<file path="config.mk">
export PLATFORM = sky130hd
export DESIGN_NAME = sdram_cmd_guard
export DESIGN_NICKNAME = d
export VERILOG_FILES = /design/src/rtl/sdram_guard_pkg.sv /design/src/rtl/guard_downcnt.sv /design/src/rtl/sdram_bank_tracker.sv /design/src/rtl/sdram_cmd_guard.sv
export SDC_FILE = /design/constraint.sdc
export NUM_CORES = 1
export LEC_CHECK = 0
export CAP_MARGIN = 30
export CORE_MARGIN = 2
export CORE_UTILIZATION = 35
export DETAILED_ROUTE_END_ITERATION = 8
export DONT_BUFFER_PORTS = 1
export RECOVER_POWER = 100
export SETUP_SLACK_MARGIN = 0.05
export SLEW_MARGIN = 20
export SYNTH_ARGS = -nofsm -noshare
export SYNTH_HDL_FRONTEND = slang
export SYNTH_SLANG_ARGS = --single-unit
</file>
<file path="constraint.sdc">
create_clock -name clk -period 2.3 [get_ports clk]
set_input_delay 0.23 -clock clk [delete_from_list [all_inputs] [get_ports clk]]
set_output_delay 0.23 -clock clk [all_outputs]
set_load 0.005 [all_outputs]
</file>
<file path="src/rtl/sdram_guard_pkg.sv">
package sdram_guard_pkg;

   typedef enum logic [2:0] {
      CMD_NOP  = 3'd0,
      CMD_ACT  = 3'd1,
      CMD_RD   = 3'd2,
      CMD_WR   = 3'd3,
      CMD_PRE  = 3'd4,
      CMD_PALL = 3'd5,
      CMD_BST  = 3'd6,
      CMD_RSVD = 3'd7
   } cmd_e;

   typedef enum logic [3:0] {
      CAUSE_NONE     = 4'd0,
      CAUSE_ACT_OPEN = 4'd1,
      CAUSE_RC       = 4'd2,
      CAUSE_RP       = 4'd3,
      CAUSE_RRD      = 4'd4,
      CAUSE_CLOSED   = 4'd5,
      CAUSE_RCD      = 4'd6,
      CAUSE_CCD      = 4'd7,
      CAUSE_RAS_MIN  = 4'd8,
      CAUSE_DPL      = 4'd9,
      CAUSE_BDL      = 4'd10,
      CAUSE_RAS_MAX  = 4'd11
   } cause_e;

   // limit in ps to clocks, any fraction counts as a whole clock
   function automatic int unsigned ps_to_cycles(input longint unsigned lim_ps,
                                                input longint unsigned per_ps);
      return 32'((lim_ps + per_ps - 64'd1) / per_ps);
   endfunction

endpackage

</file>
<file path="src/rtl/guard_downcnt.sv">
module guard_downcnt #(
   parameter int unsigned W = 4
) (
   input  logic         clk,
   input  logic         rst_n,
   input  logic         load,
   input  logic [W-1:0] load_val,
   output logic         expired
);

   logic [W-1:0] cnt_q;

   always_ff @(posedge clk or negedge rst_n) begin
      if (!rst_n)              cnt_q <= '0;
      else if (load)           cnt_q <= load_val;
      else if (cnt_q != '0)    cnt_q <= cnt_q - 1'b1;
   end

   assign expired = (cnt_q == '0);

   AST_CNT_LOADS: assert property (@(posedge clk) disable iff (!rst_n)
      load |=> cnt_q == $past(load_val));
   AST_CNT_NEVER_RISES: assert property (@(posedge clk) disable iff (!rst_n)
      !load |=> cnt_q <= $past(cnt_q));

endmodule

</file>
<file path="src/rtl/sdram_bank_tracker.sv">
module sdram_bank_tracker #(
   parameter int unsigned RC_CK      = 7,
   parameter int unsigned RP_CK      = 3,
   parameter int unsigned RCD_CK     = 3,
   parameter int unsigned RAS_CK     = 5,
   parameter int unsigned RAS_MAX_CK = 12000,
   parameter int unsigned DPL_LD     = 1,
   parameter int unsigned CW         = 5
) (
   input  logic clk,
   input  logic rst_n,
   input  logic act_i,
   input  logic wr_i,
   input  logic pre_i,
   output logic open_o,
   output logic rc_ok_o,
   output logic rp_ok_o,
   output logic rcd_ok_o,
   output logic ras_ok_o,
   output logic dpl_ok_o,
   output logic ras_over_o
);

   localparam int unsigned AW = $clog2(RAS_MAX_CK + 2);

   logic          open_q;
   logic [AW-1:0] age_q;

   guard_downcnt #(.W(CW)) u_rc (
      .clk(clk), .rst_n(rst_n), .load(act_i),
      .load_val(CW'(RC_CK - 1)), .expired(rc_ok_o));

   guard_downcnt #(.W(CW)) u_rp (
      .clk(clk), .rst_n(rst_n), .load(pre_i),
      .load_val(CW'(RP_CK - 1)), .expired(rp_ok_o));

   guard_downcnt #(.W(CW)) u_rcd (
      .clk(clk), .rst_n(rst_n), .load(act_i),
      .load_val(CW'(RCD_CK - 1)), .expired(rcd_ok_o));

   guard_downcnt #(.W(CW)) u_dpl (
      .clk(clk), .rst_n(rst_n), .load(wr_i),
      .load_val(CW'(DPL_LD)), .expired(dpl_ok_o));

   always_ff @(posedge clk or negedge rst_n) begin
      if (!rst_n)          open_q <= 1'b0;
      else if (act_i)      open_q <= 1'b1;
      else if (pre_i)      open_q <= 1'b0;
   end

   // open age: k clocks after ACTIVE reads k, saturates one past the maximum
   always_ff @(posedge clk or negedge rst_n) begin
      if (!rst_n)                                        age_q <= '0;
      else if (act_i)                                    age_q <= AW'(1);
      else if (open_q && age_q != AW'(RAS_MAX_CK + 1))   age_q <= age_q + 1'b1;
   end

   assign open_o     = open_q;
   assign ras_ok_o   = (age_q >= AW'(RAS_CK));
   assign ras_over_o = open_q && (age_q == AW'(RAS_MAX_CK)) && !pre_i && !act_i;

   AST_BANK_OPENS: assert property (@(posedge clk) disable iff (!rst_n)
      act_i |=> open_o);
   AST_BANK_CLOSES: assert property (@(posedge clk) disable iff (!rst_n)
      (pre_i && !act_i) |=> !open_o);
   AST_RAS_MAX_ONCE: assert property (@(posedge clk) disable iff (!rst_n)
      ras_over_o |=> !ras_over_o);

endmodule

</file>
<file path="src/rtl/sdram_cmd_guard.sv">
module sdram_cmd_guard
   import sdram_guard_pkg::*;
#(
   parameter int unsigned NUM_BANKS     = 4,
   parameter int unsigned CLK_PERIOD_PS = 10000,
   parameter int unsigned T_RC_PS       = 67500,
   parameter int unsigned T_RAS_PS      = 45000,
   parameter int unsigned T_RAS_MAX_PS  = 120000000,
   parameter int unsigned T_RP_PS       = 22500,
   parameter int unsigned T_RCD_PS      = 22500,
   parameter int unsigned T_RRD_PS      = 15000,
   parameter int unsigned T_CCD_CK      = 1,
   parameter int unsigned T_DPL_CK      = 2,
   parameter int unsigned T_BDL_CK      = 1,
   parameter int unsigned WR_BURST_LEN  = 1,
   localparam int unsigned BANK_W       = $clog2(NUM_BANKS)
) (
   input  logic              clk,
   input  logic              rst_n,
   input  logic              cmd_valid,
   input  logic [2:0]        cmd_code,
   input  logic [BANK_W-1:0] cmd_bank,
   input  logic              viol_clear,
   output logic              cmd_allowed,
   output logic              viol_sticky,
   output logic [3:0]        viol_cause
);

   localparam int unsigned RC_CK      = ps_to_cycles(T_RC_PS, CLK_PERIOD_PS);
   localparam int unsigned RAS_CK     = ps_to_cycles(T_RAS_PS, CLK_PERIOD_PS);
   localparam int unsigned RAS_MAX_CK = ps_to_cycles(T_RAS_MAX_PS, CLK_PERIOD_PS);
   localparam int unsigned RP_CK      = ps_to_cycles(T_RP_PS, CLK_PERIOD_PS);
   localparam int unsigned RCD_CK     = ps_to_cycles(T_RCD_PS, CLK_PERIOD_PS);
   localparam int unsigned RRD_CK     = ps_to_cycles(T_RRD_PS, CLK_PERIOD_PS);
   localparam int unsigned DPL_LD     = WR_BURST_LEN - 1 + T_DPL_CK - 1;
   localparam int unsigned BDL_LD     = WR_BURST_LEN - 1 + T_BDL_CK - 1;
   localparam int unsigned CW = $clog2(RC_CK + RP_CK + RCD_CK + RRD_CK + T_CCD_CK
                                       + DPL_LD + BDL_LD + 2);

   // elaboration-time parameter checks
   if (NUM_BANKS < 2 || (NUM_BANKS & (NUM_BANKS - 1)) != 0) begin : g_bad_banks
      $error("NUM_BANKS must be a power of two of at least 2");
   end
   if (CLK_PERIOD_PS == 0 || T_RC_PS == 0 || T_RAS_PS == 0 || T_RP_PS == 0
       || T_RCD_PS == 0 || T_RRD_PS == 0) begin : g_bad_limits
      $error("clock period and every limit must be non-zero");
   end
   if (T_CCD_CK == 0 || T_DPL_CK == 0 || T_BDL_CK == 0 || WR_BURST_LEN == 0) begin : g_bad_clk_counts
      $error("clock-count limits and burst length must be at least 1");
   end
   if (RAS_MAX_CK <= RAS_CK) begin : g_bad_ras
      $error("row-active maximum must exceed the row-active minimum");
   end

   cmd_e                 code;
   logic                 is_act, is_rd, is_wr, is_pre, is_pall, is_bst;
   logic [NUM_BANKS-1:0] act_v, wr_v, pre_v;
   logic [NUM_BANKS-1:0] open_v, rc_ok_v, rp_ok_v, rcd_ok_v, ras_ok_v, dpl_ok_v, over_v;
   logic                 rrd_ok, ccd_ok, bdl_ok;
   logic                 pall_ras_ok, pall_dpl_ok;
   cause_e               cause_now, event_cause;
   logic                 sticky_q;
   cause_e               cause_q;

   assign code    = cmd_e'(cmd_code);
   assign is_act  = (code == CMD_ACT);
   assign is_rd   = (code == CMD_RD);
   assign is_wr   = (code == CMD_WR);
   assign is_pre  = (code == CMD_PRE);
   assign is_pall = (code == CMD_PALL);
   assign is_bst  = (code == CMD_BST);

   // per-bank trackers
   for (genvar b = 0; b < NUM_BANKS; b++) begin : g_bank
      logic hit;
      assign hit      = cmd_valid && (cmd_bank == BANK_W'(b));
      assign act_v[b] = hit && is_act;
      assign wr_v[b]  = hit && is_wr;
      assign pre_v[b] = (hit && is_pre) || (cmd_valid && is_pall);

      sdram_bank_tracker #(
         .RC_CK(RC_CK), .RP_CK(RP_CK), .RCD_CK(RCD_CK), .RAS_CK(RAS_CK),
         .RAS_MAX_CK(RAS_MAX_CK), .DPL_LD(DPL_LD), .CW(CW)
      ) u_trk (
         .clk(clk), .rst_n(rst_n),
         .act_i(act_v[b]), .wr_i(wr_v[b]), .pre_i(pre_v[b]),
         .open_o(open_v[b]), .rc_ok_o(rc_ok_v[b]), .rp_ok_o(rp_ok_v[b]),
         .rcd_ok_o(rcd_ok_v[b]), .ras_ok_o(ras_ok_v[b]), .dpl_ok_o(dpl_ok_v[b]),
         .ras_over_o(over_v[b]));
   end

   // device-wide windows
   guard_downcnt #(.W(CW)) u_rrd (
      .clk(clk), .rst_n(rst_n), .load(cmd_valid && is_act),
      .load_val(CW'(RRD_CK - 1)), .expired(rrd_ok));

   if (T_CCD_CK > 1) begin : g_ccd_cnt
      guard_downcnt #(.W(CW)) u_ccd (
         .clk(clk), .rst_n(rst_n), .load(cmd_valid && (is_rd || is_wr)),
         .load_val(CW'(T_CCD_CK - 1)), .expired(ccd_ok));
   end else begin : g_ccd_none
      assign ccd_ok = 1'b1;
   end

   if (BDL_LD > 0) begin : g_bdl_cnt
      guard_downcnt #(.W(CW)) u_bdl (
         .clk(clk), .rst_n(rst_n), .load(cmd_valid && is_wr),
         .load_val(CW'(BDL_LD)), .expired(bdl_ok));
   end else begin : g_bdl_none
      assign bdl_ok = 1'b1;
   end

   assign pall_ras_ok = &(~open_v | ras_ok_v);
   assign pall_dpl_ok = &(~open_v | dpl_ok_v);

   // rule check for the presented command, lowest failing cause first
   always_comb begin
      cause_now = CAUSE_NONE;
      unique case (code)
         CMD_ACT: begin
            if (open_v[cmd_bank])         cause_now = CAUSE_ACT_OPEN;
            else if (!rc_ok_v[cmd_bank])  cause_now = CAUSE_RC;
            else if (!rp_ok_v[cmd_bank])  cause_now = CAUSE_RP;
            else if (!rrd_ok)             cause_now = CAUSE_RRD;
         end
         CMD_RD, CMD_WR: begin
            if (!open_v[cmd_bank])        cause_now = CAUSE_CLOSED;
            else if (!rcd_ok_v[cmd_bank]) cause_now = CAUSE_RCD;
            else if (!ccd_ok)             cause_now = CAUSE_CCD;
         end
         CMD_PRE: begin
            if (open_v[cmd_bank] && !ras_ok_v[cmd_bank])      cause_now = CAUSE_RAS_MIN;
            else if (open_v[cmd_bank] && !dpl_ok_v[cmd_bank]) cause_now = CAUSE_DPL;
         end
         CMD_PALL: begin
            if (!pall_ras_ok)             cause_now = CAUSE_RAS_MIN;
            else if (!pall_dpl_ok)        cause_now = CAUSE_DPL;
         end
         CMD_BST: begin
            if (!bdl_ok)                  cause_now = CAUSE_BDL;
         end
         default: cause_now = CAUSE_NONE;
      endcase
   end

   assign cmd_allowed = (cause_now == CAUSE_NONE);

   always_comb begin
      if (cmd_valid && cause_now != CAUSE_NONE) event_cause = cause_now;
      else if (|over_v)                         event_cause = CAUSE_RAS_MAX;
      else                                      event_cause = CAUSE_NONE;
   end

   always_ff @(posedge clk or negedge rst_n) begin
      if (!rst_n) begin
         sticky_q <= 1'b0;
         cause_q  <= CAUSE_NONE;
      end else if (event_cause != CAUSE_NONE && (!sticky_q || viol_clear)) begin
         sticky_q <= 1'b1;
         cause_q  <= event_cause;
      end else if (viol_clear) begin
         sticky_q <= 1'b0;
         cause_q  <= CAUSE_NONE;
      end
   end

   assign viol_sticky = sticky_q;
   assign viol_cause  = cause_q;

   AST_ILLEGAL_FLAGGED: assert property (@(posedge clk) disable iff (!rst_n)
      (cmd_valid && !cmd_allowed) |=> viol_sticky);
   AST_STICKY_HOLDS: assert property (@(posedge clk) disable iff (!rst_n)
      (viol_sticky && !viol_clear) |=> viol_sticky && $stable(viol_cause));
   AST_CAUSE_WITH_FLAG: assert property (@(posedge clk) disable iff (!rst_n)
      viol_sticky |-> viol_cause != 4'd0);
   AST_CLEAR_QUIET: assert property (@(posedge clk) disable iff (!rst_n)
      (viol_clear && !(cmd_valid && !cmd_allowed) && over_v == '0) |=> !viol_sticky);

endmodule

</file>
Word level (Yosys, flattened, before mapping)
Cells that the tools add are included.
{"block": "word_totals", "register_bits": 150, "inputBits": 9, "word_cells": 273, "out_inout_bits": 6}
{"block": "op_classes", "n_reduce_logical": 122, "bitwise": 3, "n_mux": 79, "eq_ne": 16, "add_sub_neg": 21, "order_cmp": 5}
{"op": "5-bit two-way mux", "count": 34}
{"op": "14-bit two-way mux", "count": 8}
{"op": "5-bit zero test", "count": 17}
{"op": "5-bit nonzero test", "count": 17}
{"op": "5-bit by 1-bit subtractor with 5-bit output, second input constant", "count": 17}
{"op": "14-bit by 1-bit adder with 14-bit output, second input constant", "count": 4}
{"op": "14-bit equality test, second input constant", "count": 4}
{"op": "14-bit by 3-bit greater-or-equal comparator with 1-bit output, second input constant", "count": 4}
{"op": "14-bit inequality test, second input constant", "count": 4}
{"op": "2-bit nonzero test", "count": 26}
{"op": "1-bit logical AND", "count": 38}
{"op": "4-bit two-way mux", "count": 9}
{"op": "1-bit two-way mux", "count": 16}
{"op": "4-bit one-hot mux with 4 select lines", "count": 1}
{"op": "3-bit two-way mux", "count": 5}
{"op": "1-bit binary-select mux with 2-bit select", "count": 6}
{"op": "1-bit zero test", "count": 11}
{"op": "4-bit OR", "count": 2}
{"op": "4-bit AND reduction", "count": 2}
{"op": "4-bit nonzero test", "count": 2}
{"op": "3-bit by 2-bit equality test with 1-bit output, second input constant", "count": 2}
{"op": "3-bit equality test, second input constant", "count": 2}
{"op": "1-bit logical OR", "count": 5}
{"op": "2-bit equality test, second input constant", "count": 2}
{"op": "other kinds (8)", "count": 8}

Depth between registers and ports, before layout
{"block": "logic_depth", "depth_word": 14, "depth_mapped": 11, "mapped_depth_nobuf": 10}

Modules after synthesis
Synthesis repeated with hierarchy kept, for this count alone.
{"block": "unflattened", "hier_cells": 898, "area_unflattened_um2": 8913.5}
{"module": "guard_downcnt", "area_per_inst_um2": 279.0, "seq_area_each_um2": 125.1, "cells_per_inst": 27, "instances": 17}
{"module": "sdram_bank_tracker", "area_per_inst_um2": 844.6, "seq_area_each_um2": 375.4, "cells_per_inst": 87, "instances": 4}
{"module": "sdram_cmd_guard", "area_per_inst_um2": 792.0, "seq_area_each_um2": 125.1, "cells_per_inst": 91, "instances": 1}

Worst setup path before layout
No wires, ideal clock.
{"block": "synth_path", "path_type": "reg2reg", "startpoint": "register g_bank[0].u_trk.u_dpl.cnt_q[0]", "endpoint": "register cause_q[1], in the netlist viol_cause[1]", "arrival_time_ns": 2.378, "setup_ns": 0.065, "slack_ns": -0.143, "period_less_slack_ns": 2.443, "path_buffers": 1, "path_stages_with_launch": 12, "t_required_ns": 2.235, "cell_sequence": "dfrtp_1 inv_1 ha_1 or4b_1 buf_2 a22oi_1 a21oi_1 nor2_2 o21ai_4 o31ai_4 mux2i_1 o221a_2"}
{"block": "synth_via", "elab_chain_len": 14, "elab_cells_between_ends": 19, "cone_classes": "mux: 9; bitwise: 1; reduce/logical: 9"}
{"item": "from (decl)", "line_no": "guard_downcnt.sv:11", "rtl": "logic [W-1:0] cnt_q;"}
{"item": "from (signal assigned)", "line_no": "guard_downcnt.sv:15", "rtl": "else if (load) cnt_q <= load_val;"}
{"item": "from (signal assigned)", "line_no": "guard_downcnt.sv:16", "rtl": "else if (cnt_q != '0) cnt_q <= cnt_q - 1'b1;"}
{"item": "5-bit zero test *", "line_no": "guard_downcnt.sv:19", "rtl": "assign expired = (cnt_q == '0);"}
{"item": "1-bit binary-select mux with 2-bit select", "line_no": "sdram_cmd_guard.sv:133", "rtl": "else if (open_v[cmd_bank] && !dpl_ok_v[cmd_bank]) cause_now = CAUSE_DPL;"}
{"item": "1-bit two-way mux (implied by the code)", "line_no": "sdram_cmd_guard.sv:133"}
{"item": "1-bit zero test", "line_no": "sdram_cmd_guard.sv:133"}
{"item": "1-bit logical AND", "line_no": "sdram_cmd_guard.sv:133"}
{"item": "4-bit two-way mux", "line_no": "sdram_cmd_guard.sv:133"}
{"item": "4-bit two-way mux", "line_no": "sdram_cmd_guard.sv:132", "rtl": "if (open_v[cmd_bank] && !ras_ok_v[cmd_bank]) cause_now = CAUSE_RAS_MIN;"}
{"item": "4-bit one-hot mux with 4 select lines *", "line_no": "sdram_cmd_guard.sv:119", "rtl": "unique case (code)"}
{"item": "4-bit nonzero test", "line_no": "sdram_cmd_guard.sv:149", "rtl": "if (cmd_valid && cause_now != CAUSE_NONE) event_cause = cause_now;"}
{"item": "1-bit logical AND", "line_no": "sdram_cmd_guard.sv:149"}
{"item": "4-bit two-way mux *", "line_no": "sdram_cmd_guard.sv:149"}
{"item": "4-bit nonzero test", "line_no": "sdram_cmd_guard.sv:158", "rtl": "end else if (event_cause != CAUSE_NONE && (!sticky_q || viol_clear)) begin"}
{"item": "1-bit logical AND", "line_no": "sdram_cmd_guard.sv:158"}
{"item": "4-bit two-way mux or 2-bit nonzero test (tied branches)"}
{"item": "to (signal assigned)", "line_no": "sdram_cmd_guard.sv:160", "rtl": "cause_q <= event_cause;"}
{"item": "to (decl)", "line_no": "sdram_cmd_guard.sv:63", "rtl": "cause_e cause_q;"}
Mark *: on every way between the ends. The rest lies on a longest branch, timed or not. The select of a mux whose other input is x is not followed.
A chain may end at the register's enable or synchronous reset.

Worst setup path in the final report
{"block": "layout_path", "startpoint": "register g_bank[0].u_trk.age_q[8]", "endpoint": "output port cmd_allowed"}
{"block": "layout_via", "elab_chain_len": 8, "elab_cells_between_ends": 11, "cone_classes": "order compare: 1; mux: 5; bitwise: 1; reduce/logical: 4"}
{"item": "from (decl)", "line_no": "sdram_bank_tracker.sv:27", "rtl": "logic [AW-1:0] age_q;"}
{"item": "from (signal assigned)", "line_no": "sdram_bank_tracker.sv:55", "rtl": "else if (open_q && age_q != AW'(RAS_MAX_CK + 1)) age_q <= age_q + 1'b1;"}
{"item": "14-bit by 3-bit greater-or-equal comparator with 1-bit output *", "line_no": "sdram_bank_tracker.sv:59", "rtl": "assign ras_ok_o = (age_q >= AW'(RAS_CK));"}
{"item": "1-bit binary-select mux with 2-bit select", "line_no": "sdram_cmd_guard.sv:132"}
{"item": "1-bit two-way mux (implied by the code)", "line_no": "sdram_cmd_guard.sv:132"}
{"item": "1-bit zero test", "line_no": "sdram_cmd_guard.sv:132"}
{"item": "1-bit logical AND", "line_no": "sdram_cmd_guard.sv:132"}
{"item": "4-bit two-way mux", "line_no": "sdram_cmd_guard.sv:132"}
{"item": "4-bit one-hot mux with 4 select lines *", "line_no": "sdram_cmd_guard.sv:119"}
{"item": "4-bit zero test *", "line_no": "sdram_cmd_guard.sv:146", "rtl": "assign cmd_allowed = (cause_now == CAUSE_NONE);"}
{"item": "to (decl)", "line_no": "sdram_cmd_guard.sv:24", "rtl": "output logic cmd_allowed,"}
Marked as above.

==> impl_metrics.csv <==
group,metric,value,unit
logic_synthesis,syn_nets,956,
clocking,cts_hold_buf,1,
clocking,cts_buffers,17,
die,fp.dieW,160,um
timing,max_clock_freq,0.371,GHz
finish,layout.nets,1158,
place,dp_cells,1390,
place,place_hpwl,14200,um
clocking,cts_tree,"yes",
global_route,track_usage,0.163,
finish,layout_common_cells,"buf_4 (161), dfrtp_1 (150), nor2_1 (139)",
die,num_rows,57,
detailed_routing,wirelength,20100,um
clocking,clk_pin_slew,0.06,ns
die,ios,15,
global_route,met1_usage,0.199,
logic_synthesis,yosysWarnings,0,
worst_setup_path,start_kind,"flip-flop",
logic_synthesis,seq_area_frac_synth,0.440,
die,die_h,160,um
timing,fin_crit,2.69,ns
worst_setup_path,worstSetupPathType,"flip-flop to primary output",
power,leakage,5.03,nW
timing,hold_viol_final,150,
clocking,clock-root-buffer,"clkbuf_16",
global_route,grt_max_degree,151,
clocking,cts_buffer_depth,2,
worst_setup_path,slowest_delay,0.55,ns
global_route,antenna_found_initial,0,
logic_synthesis,synth_area_per_cell,9.50,um2
finish,area_growth,30.3,%
detailed_routing,vias,6994,
clocking,clkLatencyLatePin,0.43,ns
finish,final_common_cell,"buf_4",
logic_synthesis,yosysTopAreaCellShare,0.440,
global_route,busiest_layer,"met2",
die,coreArea,24100,um2
detailed_routing,via_per_inst,4.87,
worst_setup_path,path_cells,"or4_4 -> a2111oi_4 -> a21o_2 -> a41oi_4 -> o21ai_4 -> nor3_4 -> buf_4",
timing,worst_slew_pin_slew,0.630,ns
global_route,grt_pass1_wl,34000,um
finish,final_util,0.461,
timing,holdWs,-0.497,ns
power,ir_drop,538,uV
finish,fin_area,11100,um2
power,powerDensity,1270,nW/um2
worst_setup_path,crit_family,"compound AO/OA/AOI/OAI gates",
logic_synthesis,synth_cells,897,
timing,finalSetupViolCount,12,
place,gp_congestion,0.836,
status,violations,"negative hold slack, negative setup slack",
worst_setup_path,critPathArrivalTime,2.46,ns
place,portBuffers,0,
clocking,ctsHtreeMaxLevel,4,
worst_setup_path,critical-path-slowest-cell,"or4_4",
die,start_util,0.354,
finish,layout-drive-gt1-share,0.252,
global_route,use_met3,0.0390,
timing,fin_skew,0.0107,ns
logic_synthesis,synthTopCellsByArea,"dfrtp_1 (44%), ha_1 (7.3%), nor2_1 (6.1%)",
logic_synthesis,synthArstFlopShare,1.00,
worst_setup_path,worstPathRequired,2.07,ns
logic_synthesis,ys_seq_elements,150,
timing,fin_crit_sh,1.17,
timing,max-slew-margin-rel,0.574,
worst_setup_path,cp_num_buf_inv,1,
logic_synthesis,synth.largest_area_cell,"dfrtp_1",
detailed_routing,drc,0,
logic_synthesis,synth-edff-count,0,
detailed_routing,drtPass1Iterations,5,
place,pre_cts_slack,-0.186,ns
clocking,cts.sinks,150,
timing,setup_tns,-2.39,ns
worst_setup_path,end_kind,"primary output",
timing,rsz0062_at_grt,"true",
finish,diodes,0,
detailed_routing,ant_nets,0,
logic_synthesis,synth_ff_type,"dfrtp_1",
global_route,grt_pass1_vias,7091,
place,place_area,10300,um2
worst_hold_path,hold_class,"input pin to async pin",
power,power,14.1,mW
status,status,"finished, violations left",
timing,setup_ws,-0.392,ns
global_route,use_met2,0.290,
worst_setup_path,critical_path.max_fanout,2,
detailed_routing,drt_iter0_drc,377,
die,die_area,25600,um2
finish,instances_no_fill,1436,
worst_setup_path,r2r_start,"g_bank[3].u_trk.u_dpl.cnt_q[0]",
global_route,grt.overflow.total,0,
logic_synthesis,yosysUniqueCellTypes,67,
timing,slew_viol_final,0,
worst_setup_path,startpoint,"g_bank[0].u_trk.age_q[8]",
flow_run,maxCapViolations,0,
logic_synthesis,synth_area,8520,um2
detailed_routing,wl_per_cell,14.0,um
## layout make-up
cell class              count  area, um2
inverters                  53        199
multi-input cells         679       4760
clock inverters            13        155
clock buffers              19        443
well taps                 324        405
fillers                  2343      13000
flip-flops and latches    150       3750
repair buffers            198       1390
## worst paths after layout
path                       slack, ns  cells after the start                        endpoint
max reg2reg                    -0.39                     12                   viol_cause[1]
min reg2reg                     0.54                      2                  u_rrd.cnt_q[4]
max in group asynchronous       2.57                      0   g_bank[2].u_trk.u_rc.cnt_q[3]
min                            -0.50                      0  g_bank[2].u_trk.u_dpl.cnt_q[4]
max                            -0.39                      7                     cmd_allowed
min in group clk                0.06                      2   g_bank[3].u_trk.u_rp.cnt_q[1]
## where the power goes
| part | leakage (nW) | internal (mW) | switching, mW |
|---|---|---|---|
| combinational | 2.92 | 3.54 | 2.96 |
| sequential | 1.82 | 3.84 | 0.898 |
| clock | 0.289 | 1.73 | 1.11 |
## cells by family after synthesis
group | share of synthesized area
AND/OR/NAND/NOR | 0.245
flip-flops | 0.440
AO/OA/AOI/OAI | 0.0872
XOR/XNOR | 0.0925
buffers and inverters | 0.0305
adder cells (fa/ha/maj) | 0.0734
multiplexers | 0.0308
## Yosys cell counts, drive strengths merged, types with 7 or more instances
master	instances
or3	16
mux2	14
nand2b	8
nor2b	11
a21oi	32
nand3	18
a211oi	7
nor4b	16
dfrtp	150
xor2	46
xnor2	44
or4	7
nand4	14
and3	14
nor4	10
nand2	96
o21ai	27
ha	50
nor3	34
nor2	140
clkbuf	12
inv	53
or4b	7
## routing by layer
| metal | part of all wire | vias to the layer above |
|---|---|---|
| met3 | 0.033 | 19 |
| met5 | 0 | - |
| met4 | 0.014 | 0 |
| met2 | 0.51 | 72 |
| li1 | - | 3491 |
| met1 | 0.44 | 3412 |
## flip-flops by register name, indices dropped and copies added, names as in the netlist, 4 cells and up
signal / cells
g_bank.u_trk.u_rp.cnt_q: 20
g_bank.u_trk.u_dpl.cnt_q: 20
viol_cause: 4
g_bank.u_trk.age_q: 56
g_bank.u_trk.u_rc.cnt_q: 20
g_bank.u_trk.u_rcd.cnt_q: 20
g_bank.u_trk.open_o: 4
u_rrd.cnt_q: 5
## timing repair
action | CTS | global route
buffers inserted | 8 | 5
setup endpoints to repair | 13 | 15
pin swaps | 25 | 12
endpoints found under the hold margin | 152 | 150
gates resized for setup | 38 | 10
Note: power is estimated with default switching activity, not from simulation.
